--- src/rtl/bist_pkg.sv ---
package bist_pkg;

    localparam int SIG_W  = 16;
    localparam int WORD_W = 16;

    localparam logic [SIG_W-1:0]  SIG_POLY = 16'h1021;
    localparam logic [SIG_W-1:0]  SIG_SEED = 16'hFFFF;
    localparam logic [WORD_W-1:0] PAT_LO   = 16'h5555;
    localparam logic [WORD_W-1:0] PAT_HI   = 16'hAAAA;

    // bit positions in the packed result word
    localparam int BIT_ROM  = 2;
    localparam int BIT_REG  = 3;
    localparam int BIT_DIAG = 5;
    localparam int BIT_ALL  = 12;

    typedef struct packed {
        logic rom;
        logic regs;
        logic diag;
    } fail_flags_t;

    typedef enum logic [3:0] {
        ST_IDLE,
        ST_SRST,
        ST_ROM,
        ST_ROM_WAIT,
        ST_ROM_CMP,
        ST_REGS,
        ST_DIAG,
        ST_WRITE,
        ST_FRST
    } seq_state_t;

    typedef enum logic [2:0] {
        RC_IDLE,
        RC_WR_LO,
        RC_RD_LO,
        RC_CMP_LO,
        RC_WR_HI,
        RC_RD_HI,
        RC_CMP_HI
    } rc_phase_t;

    function automatic logic [SIG_W-1:0] misr_step(input logic [SIG_W-1:0] s,
                                                   input logic [WORD_W-1:0] d);
        logic [SIG_W-1:0] shifted;
        shifted = {s[SIG_W-2:0], 1'b0};
        if (s[SIG_W-1]) begin
            shifted = shifted ^ SIG_POLY;
        end
        return shifted ^ d;
    endfunction

    function automatic logic [31:0] pack_result(input fail_flags_t f,
                                                input logic [SIG_W-1:0] sig);
        logic [31:0] w;
        w           = '0;
        w[31:16]    = sig;
        w[BIT_ROM]  = f.rom;
        w[BIT_REG]  = f.regs;
        w[BIT_DIAG] = f.diag;
        w[BIT_ALL]  = f.rom | f.regs | f.diag;
        return w;
    endfunction

endpackage

--- src/rtl/bist_misr.sv ---
module bist_misr
    import bist_pkg::*;
(
    input  logic              clk,
    input  logic              rst,
    input  logic              load,
    input  logic              shift,
    input  logic [WORD_W-1:0] din,
    output logic [SIG_W-1:0]  sig
);

    always_ff @(posedge clk) begin
        if (rst || load) begin
            sig <= SIG_SEED;
        end else if (shift) begin
            sig <= misr_step(sig, din);
        end
    end

endmodule

--- src/rtl/bist_reg_check.sv ---
module bist_reg_check
    import bist_pkg::*;
#(
    parameter int REG_COUNT = 8,
    parameter int REG_AW    = 3
) (
    input  logic              clk,
    input  logic              rst,
    input  logic              start,
    output logic              reg_we,
    output logic              reg_re,
    output logic [REG_AW-1:0] reg_sel,
    output logic [WORD_W-1:0] reg_wdata,
    input  logic [WORD_W-1:0] reg_rdata,
    output logic              done,
    output logic              fail
);

    localparam logic [REG_AW-1:0] LAST_IDX = REG_AW'(REG_COUNT - 1);

    rc_phase_t         phase;
    logic [REG_AW-1:0] idx;

    always_ff @(posedge clk) begin
        if (rst) begin
            phase <= RC_IDLE;
            idx   <= '0;
            fail  <= 1'b0;
            done  <= 1'b0;
        end else begin
            done <= 1'b0;
            unique case (phase)
                RC_IDLE: begin
                    if (start) begin
                        phase <= RC_WR_LO;
                        idx   <= '0;
                        fail  <= 1'b0;
                    end
                end
                RC_WR_LO: phase <= RC_RD_LO;
                RC_RD_LO: phase <= RC_CMP_LO;
                RC_CMP_LO: begin
                    if (reg_rdata != PAT_LO) begin
                        fail <= 1'b1;
                    end
                    phase <= RC_WR_HI;
                end
                RC_WR_HI: phase <= RC_RD_HI;
                RC_RD_HI: phase <= RC_CMP_HI;
                RC_CMP_HI: begin
                    if (reg_rdata != PAT_HI) begin
                        fail <= 1'b1;
                    end
                    if (idx == LAST_IDX) begin
                        phase <= RC_IDLE;
                        done  <= 1'b1;
                    end else begin
                        idx   <= idx + 1'b1;
                        phase <= RC_WR_LO;
                    end
                end
                default: phase <= RC_IDLE;
            endcase
        end
    end

    always_comb begin
        reg_we    = (phase == RC_WR_LO) || (phase == RC_WR_HI);
        reg_re    = (phase == RC_RD_LO) || (phase == RC_RD_HI);
        reg_wdata = (phase == RC_WR_HI) ? PAT_HI : PAT_LO;
        reg_sel   = idx;
    end

endmodule

--- src/rtl/bist_diag.sv ---
module bist_diag #(
    parameter int TIMEOUT = 1024
) (
    input  logic clk,
    input  logic rst,
    input  logic start,
    output logic req,
    input  logic ack,
    input  logic ack_fail,
    output logic done,
    output logic fail
);

    localparam int CW = $clog2(TIMEOUT + 1);
    localparam logic [CW-1:0] LAST_CNT = CW'(TIMEOUT - 1);

    logic          active;
    logic [CW-1:0] cnt;

    always_ff @(posedge clk) begin
        if (rst) begin
            active <= 1'b0;
            cnt    <= '0;
            fail   <= 1'b0;
            done   <= 1'b0;
        end else begin
            done <= 1'b0;
            if (start) begin
                active <= 1'b1;
                cnt    <= '0;
                fail   <= 1'b0;
            end else if (active) begin
                if (ack) begin
                    active <= 1'b0;
                    fail   <= ack_fail;
                    done   <= 1'b1;
                end else if (cnt == LAST_CNT) begin
                    active <= 1'b0;
                    fail   <= 1'b1;
                    done   <= 1'b1;
                end else begin
                    cnt <= cnt + 1'b1;
                end
            end
        end
    end

    assign req = active;

endmodule

--- src/rtl/bist_seq.sv ---
module bist_seq
    import bist_pkg::*;
#(
    parameter int               ROM_DEPTH    = 64,
    parameter int               REG_COUNT    = 8,
    parameter int               DIAG_TIMEOUT = 1024,
    parameter int               ADDR_W       = 32,
    parameter logic [SIG_W-1:0] GOOD_SIG     = 16'h0000,
    localparam int              ROM_AW       = (ROM_DEPTH > 1) ? $clog2(ROM_DEPTH) : 1,
    localparam int              REG_AW       = (REG_COUNT > 1) ? $clog2(REG_COUNT) : 1
) (
    input  logic              clk,
    input  logic              rst,
    input  logic              cmd_valid,
    input  logic [ADDR_W-1:0] cmd_addr,
    output logic              busy,
    output logic              sel_rst,
    output logic              rom_rd,
    output logic [ROM_AW-1:0] rom_addr,
    input  logic [WORD_W-1:0] rom_data,
    output logic              reg_we,
    output logic              reg_re,
    output logic [REG_AW-1:0] reg_sel,
    output logic [WORD_W-1:0] reg_wdata,
    input  logic [WORD_W-1:0] reg_rdata,
    output logic              diag_req,
    input  logic              diag_ack,
    input  logic              diag_fail,
    output logic              mem_wr_valid,
    output logic [ADDR_W-1:0] mem_wr_addr,
    output logic [31:0]       mem_wr_data,
    input  logic              mem_wr_ready,
    output logic              full_rst
);

    localparam logic [ROM_AW-1:0] ROM_LAST = ROM_AW'(ROM_DEPTH - 1);

    seq_state_t        state;
    logic [ADDR_W-1:0] addr_q;
    logic [ROM_AW-1:0] rom_idx;
    logic              rom_vld_q;
    logic              rom_fail_q;
    logic [SIG_W-1:0]  sig;
    logic              rc_start, rc_done, rc_fail;
    logic              dg_start, dg_done, dg_fail;
    fail_flags_t       flags;

    bist_misr u_misr (
        .clk   (clk),
        .rst   (rst),
        .load  (state == ST_SRST),
        .shift (rom_vld_q),
        .din   (rom_data),
        .sig   (sig)
    );

    assign rc_start = (state == ST_ROM_CMP);

    bist_reg_check #(
        .REG_COUNT (REG_COUNT),
        .REG_AW    (REG_AW)
    ) u_regs (
        .clk       (clk),
        .rst       (rst),
        .start     (rc_start),
        .reg_we    (reg_we),
        .reg_re    (reg_re),
        .reg_sel   (reg_sel),
        .reg_wdata (reg_wdata),
        .reg_rdata (reg_rdata),
        .done      (rc_done),
        .fail      (rc_fail)
    );

    assign dg_start = (state == ST_REGS) && rc_done;

    bist_diag #(
        .TIMEOUT (DIAG_TIMEOUT)
    ) u_diag (
        .clk      (clk),
        .rst      (rst),
        .start    (dg_start),
        .req      (diag_req),
        .ack      (diag_ack),
        .ack_fail (diag_fail),
        .done     (dg_done),
        .fail     (dg_fail)
    );

    always_ff @(posedge clk) begin
        if (rst) begin
            state      <= ST_IDLE;
            addr_q     <= '0;
            rom_idx    <= '0;
            rom_vld_q  <= 1'b0;
            rom_fail_q <= 1'b0;
        end else begin
            rom_vld_q <= (state == ST_ROM);
            unique case (state)
                ST_IDLE: begin
                    if (cmd_valid) begin
                        addr_q <= cmd_addr;
                        state  <= ST_SRST;
                    end
                end
                ST_SRST: begin
                    rom_idx <= '0;
                    state   <= ST_ROM;
                end
                ST_ROM: begin
                    if (rom_idx == ROM_LAST) begin
                        state <= ST_ROM_WAIT;
                    end else begin
                        rom_idx <= rom_idx + 1'b1;
                    end
                end
                ST_ROM_WAIT: state <= ST_ROM_CMP;
                ST_ROM_CMP: begin
                    rom_fail_q <= (sig != GOOD_SIG);
                    state      <= ST_REGS;
                end
                ST_REGS: begin
                    if (rc_done) begin
                        state <= ST_DIAG;
                    end
                end
                ST_DIAG: begin
                    if (dg_done) begin
                        state <= ST_WRITE;
                    end
                end
                ST_WRITE: begin
                    if (mem_wr_ready) begin
                        state <= ST_FRST;
                    end
                end
                ST_FRST: state <= ST_IDLE;
                default: state <= ST_IDLE;
            endcase
        end
    end

    always_comb begin
        flags.rom  = rom_fail_q;
        flags.regs = rc_fail;
        flags.diag = dg_fail;
    end

    assign busy         = (state != ST_IDLE);
    assign sel_rst      = (state == ST_SRST);
    assign rom_rd       = (state == ST_ROM);
    assign rom_addr     = rom_idx;
    assign mem_wr_valid = (state == ST_WRITE);
    assign mem_wr_addr  = addr_q;
    assign mem_wr_data  = pack_result(flags, sig);
    assign full_rst     = (state == ST_FRST);

endmodule

--- config.mk ---
export PLATFORM = sky130hd
export DESIGN_NAME = bist_seq
export DESIGN_NICKNAME = d
export VERILOG_FILES = /design/src/rtl/bist_pkg.sv /design/src/rtl/bist_misr.sv /design/src/rtl/bist_reg_check.sv /design/src/rtl/bist_diag.sv /design/src/rtl/bist_seq.sv
export SDC_FILE = /design/constraint.sdc
export NUM_CORES = 1
export LEC_CHECK = 0
export CORE_ASPECT_RATIO = 2
export CORE_MARGIN = 2
export CORE_UTILIZATION = 65
export DETAILED_ROUTE_END_ITERATION = 7
export DONT_BUFFER_PORTS = 1
export PLACE_DENSITY = 0.81
export RECOVER_POWER = 25
export SLEW_MARGIN = 20
export SYNTH_ARGS = -nofsm -noshare
export SYNTH_HDL_FRONTEND = slang
export SYNTH_HIERARCHICAL = 1
export SYNTH_SLANG_ARGS = --single-unit
--- constraint.sdc ---
create_clock -name clk -period 5.76 [get_ports clk]
set_input_delay 1.152 -clock clk [delete_from_list [all_inputs] [get_ports clk]]
set_output_delay 1.152 -clock clk [all_outputs]
set_load 0.05 [all_outputs]
### Yosys cells after proc, flatten, opt, wreduce, memory -nomap -nowiden

Index checks and enable logic that the tools add are counted.

| word-level totals | value |
|---|---|
| flip-flop bits (word level) | 82 |
| bits of input ports | 70 |
| output and inout bits | 97 |
| logic and storage cells | 107 |

| cells by class | value |
|---|---|
| add/sub/neg operators | 3 |
| equality and inequality tests | 29 |
| multiplexer cells | 31 |
| bitwise operators | 8 |
| reductions and logical operators | 22 |

Operator list:

| cell | number |
|---|---|
| two-way mux 16 bit | 3 |
| case mux 4 bit (8 select lines) | 1 |
| case mux 3 bit (7 select lines) | 1 |
| two-way mux 4 bit | 5 |
| == test 4 x 3 -> 1 bit, second input constant | 4 |
| inequality test 16 x 15 -> 1 bit, second input constant | 1 |
| inequality test 16 bit, second input constant | 1 |
| nonzero test 16 bit | 1 |
| XOR 16 bit | 1 |
| two-way mux 1 bit | 13 |
| two-way mux 13 bit | 1 |
| == test 3 bit, second input constant | 4 |
| inequality test 2 x 1 -> 1 bit, second input constant | 6 |
| case mux 6 bit (2 select lines) | 1 |
| adder 11 x 1 -> 11 bit, second input constant | 1 |
| == test 11 x 10 -> 1 bit, second input constant | 1 |
| two-way mux 3 bit | 3 |
| == test 4 x 2 -> 1 bit, second input constant | 2 |
| inequality test 2 bit, second input constant | 4 |
| adder 6 x 1 -> 6 bit, second input constant | 1 |
| == test 3 x 2 -> 1 bit, second input constant | 2 |
| == test 6 bit, second input constant | 1 |
| two-way mux 6 bit | 1 |
| case mux 3 bit (2 select lines) | 1 |
| 21 further kinds | 33 |

### Longest topological paths before layout

| depth | value |
|---|---|
| depth in word-level cells | 5 |
| mapped depth | 8 |
| mapped depth without buffers | 6 |

### By module

Netlist, hierarchy kept.

By module, submodules not included:

| module | times used | cells an instance | area an instance (sq um) | sequential area each (sq um) |
|---|---|---|---|---|
| bist_seq | 1 | 246 | 1968.1 | 880.8 |
| bist_misr | 1 | 69 | 735.7 | 320.3 |
| bist_diag | 1 | 73 | 659.4 | 280.3 |
| bist_reg_check | 1 | 77 | 654.4 | 160.2 |

### Least setup slack after synthesis

No wires, ideal clock.

| path | value |
|---|---|
| path type | reg-to-output |
| start | reg state[0] |
| end | out full_rst |
| arrival | 2.119 ns |
| required time | 4.608 ns |
| setup slack | 2.489 ns |
| stages on the path, launching flop included | 3 |
| path buffers | 1 |
| cell sequence | dfxtp_1 -> buf_2 -> nor4b_1 |

| on the way | value |
|---|---|
| word-level cells in the longest chain between the ends | 1 |

Ends and longest elaborated chain:

| what | line | text |
|---|---|---|
| from (decl) | bist_seq.sv:38 | `seq_state_t state;` |
| from (signal assigned) | bist_seq.sv:92 | `state <= ST_IDLE;` |
| from (signal assigned) | bist_seq.sv:103 | `state <= ST_SRST;` |
| from (signal assigned) | bist_seq.sv:108 | `state <= ST_ROM;` |
| == test 4 bit | bist_seq.sv:156 | `assign full_rst = (state == ST_FRST);` |
| to (decl) | bist_seq.sv:33 | `output logic full_rst` |

No other way between the ends.

### Final worst setup path

| path | value |
|---|---|
| start | reg u_regs.phase[2] |
| end | out reg_wdata[5] |

| on the way | value |
|---|---|
| word-level cells in the longest chain between the ends | 2 |

Ends and longest elaborated chain:

| what | line | text |
|---|---|---|
| from (decl) | bist_reg_check.sv:21 | `rc_phase_t phase;` |
| from (signal assigned) | bist_reg_check.sv:26 | `phase <= RC_IDLE;` |
| from (signal assigned) | bist_reg_check.sv:35 | `phase <= RC_WR_LO;` |
| from (signal assigned) | bist_reg_check.sv:40 | `RC_WR_LO: phase <= RC_RD_LO;` |
| == test 3 bit | bist_reg_check.sv:70 | `reg_wdata = (phase == RC_WR_HI) ? PAT_HI : PAT_LO;` |
| two-way mux 16 bit | bist_reg_check.sv:70 |  |
| to (decl) | bist_seq.sv:24 | `output logic [WORD_W-1:0] reg_wdata,` |

No other way between the ends.

==> results.sh <==
export IMPL_async_reset_ff_frac=0
export IMPL_min_period_ns=3.22
export IMPL_post_drt_wl_per_cell_um=16.7
export IMPL_finalSetupViolations=0
export IMPL_synthTopCellsByArea="dfxtp_1, nand2_1, buf_4, a21oi_1, xnor2_1"
export IMPL_area_growth_pct=3.08
export IMPL_grt_met2_usage=0.438
export IMPL_setup_tns_final_ns=0
export IMPL_slowest_stage="inv_4"
export IMPL_grt_met3_usage=0.0709
export IMPL_drtIter0Drc=191
export IMPL_first_global_vias=2907
export IMPL_p_leak_nw=1.59
export IMPL_dr_total_vias=3092
export IMPL_switching_share=0.354
export IMPL_path_clk_slew_ns=0.06
export IMPL_whs_ns=0.459
export IMPL_crit_path_max_incr_delay_ns=0.76
export IMPL_required_ns=4.61
export IMPL_dp_hpwl_um=6140
export IMPL_avgSynthCellArea_sq_um=8.64
export IMPL_path_cells="or2b_1 -> nand2b_4 -> inv_4"
export IMPL_critPathCaptureType="output port"
export IMPL_first_pass_iters=5
export IMPL_instances_no_fill=506
export IMPL_cp_max_fo=10
export IMPL_finalHoldViolCount=0
export IMPL_viasPerCell=6.11
export IMPL_numCtsBuffers=9
export IMPL_cts_buffer_depth=2
export IMPL_p_seq_frac=0.492
export IMPL_intPower_mw=1.06
export IMPL_finish_utilization=0.690
export IMPL_max_freq_mhz=310
export IMPL_hold_class="reg -> reg"
export IMPL_coreArea_sq_um=6010
export IMPL_ant_nets=0
export IMPL_slew_violations=0
export IMPL_status="completed"
export IMPL_fin_skew_ns=0.00931
export IMPL_gp_congestion=0.841
export IMPL_netSwitchingPower_mw=0.578
export IMPL_layout_drive_gt1_share=0.0926
export IMPL_cts_setup_buffers=0
export IMPL_hold_buffers=0
export IMPL_syn_cell_area_sq_um=4020
export IMPL_final_cell_area_sq_um=4140
export IMPL_grtUsageTotal=0.249
export IMPL_row_count=40
export IMPL_startpoint_type="flip-flop"
export IMPL_drc=0
export IMPL_grt_pass1_wl_um=13200
export IMPL_cts_tree="done"
export IMPL_die_h_um=115
export IMPL_grt_busiest_layer="met2"
export IMPL_ys_flop_type="dfxtp_1"
export IMPL_path_buf_inv=1
export IMPL_io_pins=167
export IMPL_crit_family="buffers and inverters"
export IMPL_finalNetCount=512
export IMPL_pwr_share_comb=0.149
export IMPL_rsz0062_at_grt="false"
export IMPL_ys_ff_latch=82
export IMPL_cts_root_buf="clkbuf_16"
export IMPL_synth_edf_count=0
export IMPL_tightest_slew_ns=1.09
export IMPL_p_clk_frac=0.359
export IMPL_slew_headroom=0.273
export IMPL_synth_seq_area_share=0.409
export IMPL_placed_area_sq_um=3840
export IMPL_synthCells=465
export IMPL_antenna_found_initial=0
export IMPL_dieArea_sq_um=6860
export IMPL_cts_resized_gates=0
export IMPL_drt_wl_total_um=8430
export IMPL_htreeDepth=3
export IMPL_synth_top_area_share=0.409
export IMPL_period_share=0.559
export IMPL_p_per_area_nw_per_um2=394
export IMPL_dp_cells=489
export IMPL_io_buffers=0
export IMPL_die_w_um=59.6
export IMPL_gr_total_overflow=0
export IMPL_insertion_delay_ns=0.34
export IMPL_yosys_area_top_type="dfxtp_1"
export IMPL_start_util=0.669
export IMPL_antenna_cells=0
export IMPL_grt_max_degree=58
export IMPL_grt_use_met1=0.263
export IMPL_worst_setup_path_type="reg -> out"
export IMPL_cts_sinks=82
export IMPL_synth_cell_types=61
export IMPL_ir_drop_mv=0.237
export IMPL_drv_cap=0
export IMPL_ys_warn_count=6
export IMPL_cp_arrival_ns=2.07
==> cell families after synthesis <==
kind of cell,Yosys count,share of synthesized area
AOI/OAI and AO/OA,90,0.154
xor gates and xnor gates,21,0.0526
adders and majority gates,4,0.0125
buffers and inverters,64,0.0934
DFF,82,0.409
muxes,7,0.0174
other,1,0.000933
and+or+nand+nor,196,0.261
==> state kept, by name, indices dropped and copies added (netlist names), 3 cells and up <==
name            count
mem_wr_addr        32
rom_addr            6
u_misr/sig         16
u_regs/phase        3
u_diag/cnt         11
u_regs/reg_sel      3
state               4
==> path summary, 6_finish.rpt <==
path                                                   start                          end  slack, ns  cells past startpoint
worst max-delay path            u_regs/phase[2]$_SDFFE_PP0P_                 reg_wdata[5]       2.54                      3
worst min-delay path             u_diag/cnt[10]$_SDFFE_PP0P_  u_diag/cnt[10]$_SDFFE_PP0P_       0.46                      2
worst max register to register         state[1]$_SDFFE_PP0P_  u_misr/sig[14]$_SDFFE_PP1P_       3.52                      5
worst min register to register   u_diag/cnt[10]$_SDFFE_PP0P_  u_diag/cnt[10]$_SDFFE_PP0P_       0.46                      2
==> tightest hold or removal path: cells and delay by family (launching register included) <==
family	cells	cell delay [ns]
flip-flops	1	0.32
AND/OR/NAND/NOR	1	0.06
AO/OA/AOI/OAI	1	0.03
==> area by class of cell <==
type / instances / area [sq um]
inverter: 12 / 47.5
multi-input combinational: 330 / 2030
clock inverter: 5 / 60.1
sequential: 82 / 1640
timing repair buffer: 3 / 30.0
fill: 493 / 1860
clock buffer: 11 / 253
tap: 63 / 78.8
==> power groups by stage <==
stage               combinational, mW  sequential (mW)  clock, mW
floorplan                       0.243            0.791          0
global placement                0.237            0.814          0
detailed placement              0.243            0.816          0
CTS                             0.245            0.804      0.595
global route                    0.272            0.811      0.617
finish                          0.244            0.804      0.586
==> synthesized netlist by cell type (3+ instances only) <==
cell type	number
a31oi_1	4
clkbuf_1	11
xnor2_1	16
xor2_1	3
nand2_1	83
nor4bb_1	4
inv_1	11
dfxtp_1	82
nor3_1	5
mux2i_1	7
nand3_1	7
nor4_1	5
or4bb_1	3
nand4b_1	3
o211ai_1	17
or3b_2	3
or3_1	7
nand2b_1	21
ha_1	4
o31ai_1	5
buf_2	9
buf_4	29
o21ai_0	8
a21oi_1	40
nand3b_1	5
and3_1	4
nor2_1	26
==> stage by stage <==
stage	power [mW]	worst slack [ns]
floorplan	1.03	2.49
global placement	1.05	2.95
detailed placement	1.06	2.91
CTS	1.64	2.55
global route	1.70	2.45
finish	1.63	2.54
==> placed cells by master (no fill, tap or decap), types with 3 or more instances in the layout <==
master	count
nor2_1	25
inv_1	11
o211ai_1	17
or3_1	7
a31oi_1	5
o21ai_0	7
and3_1	4
o31ai_1	5
nand3_1	7
nand4b_1	3
or3b_2	3
dfxtp_1	82
xnor2_1	16
nor4bb_1	4
nand2_1	83
a21oi_1	40
nand3b_1	5
clkbuf_16	9
conb_1	12
or4bb_1	3
nor3_1	5
ha_1	4
mux2i_1	7
xor2_1	3
nand2b_1	20
nor4_1	5
==> layer usage <==
layer  vias up  wire (um)
li1       1515          -
met1      1426       3010
met2       135       4570
met3        16        693
met4         0        157
met5         -          0
Power figures use the tool's default switching activity.
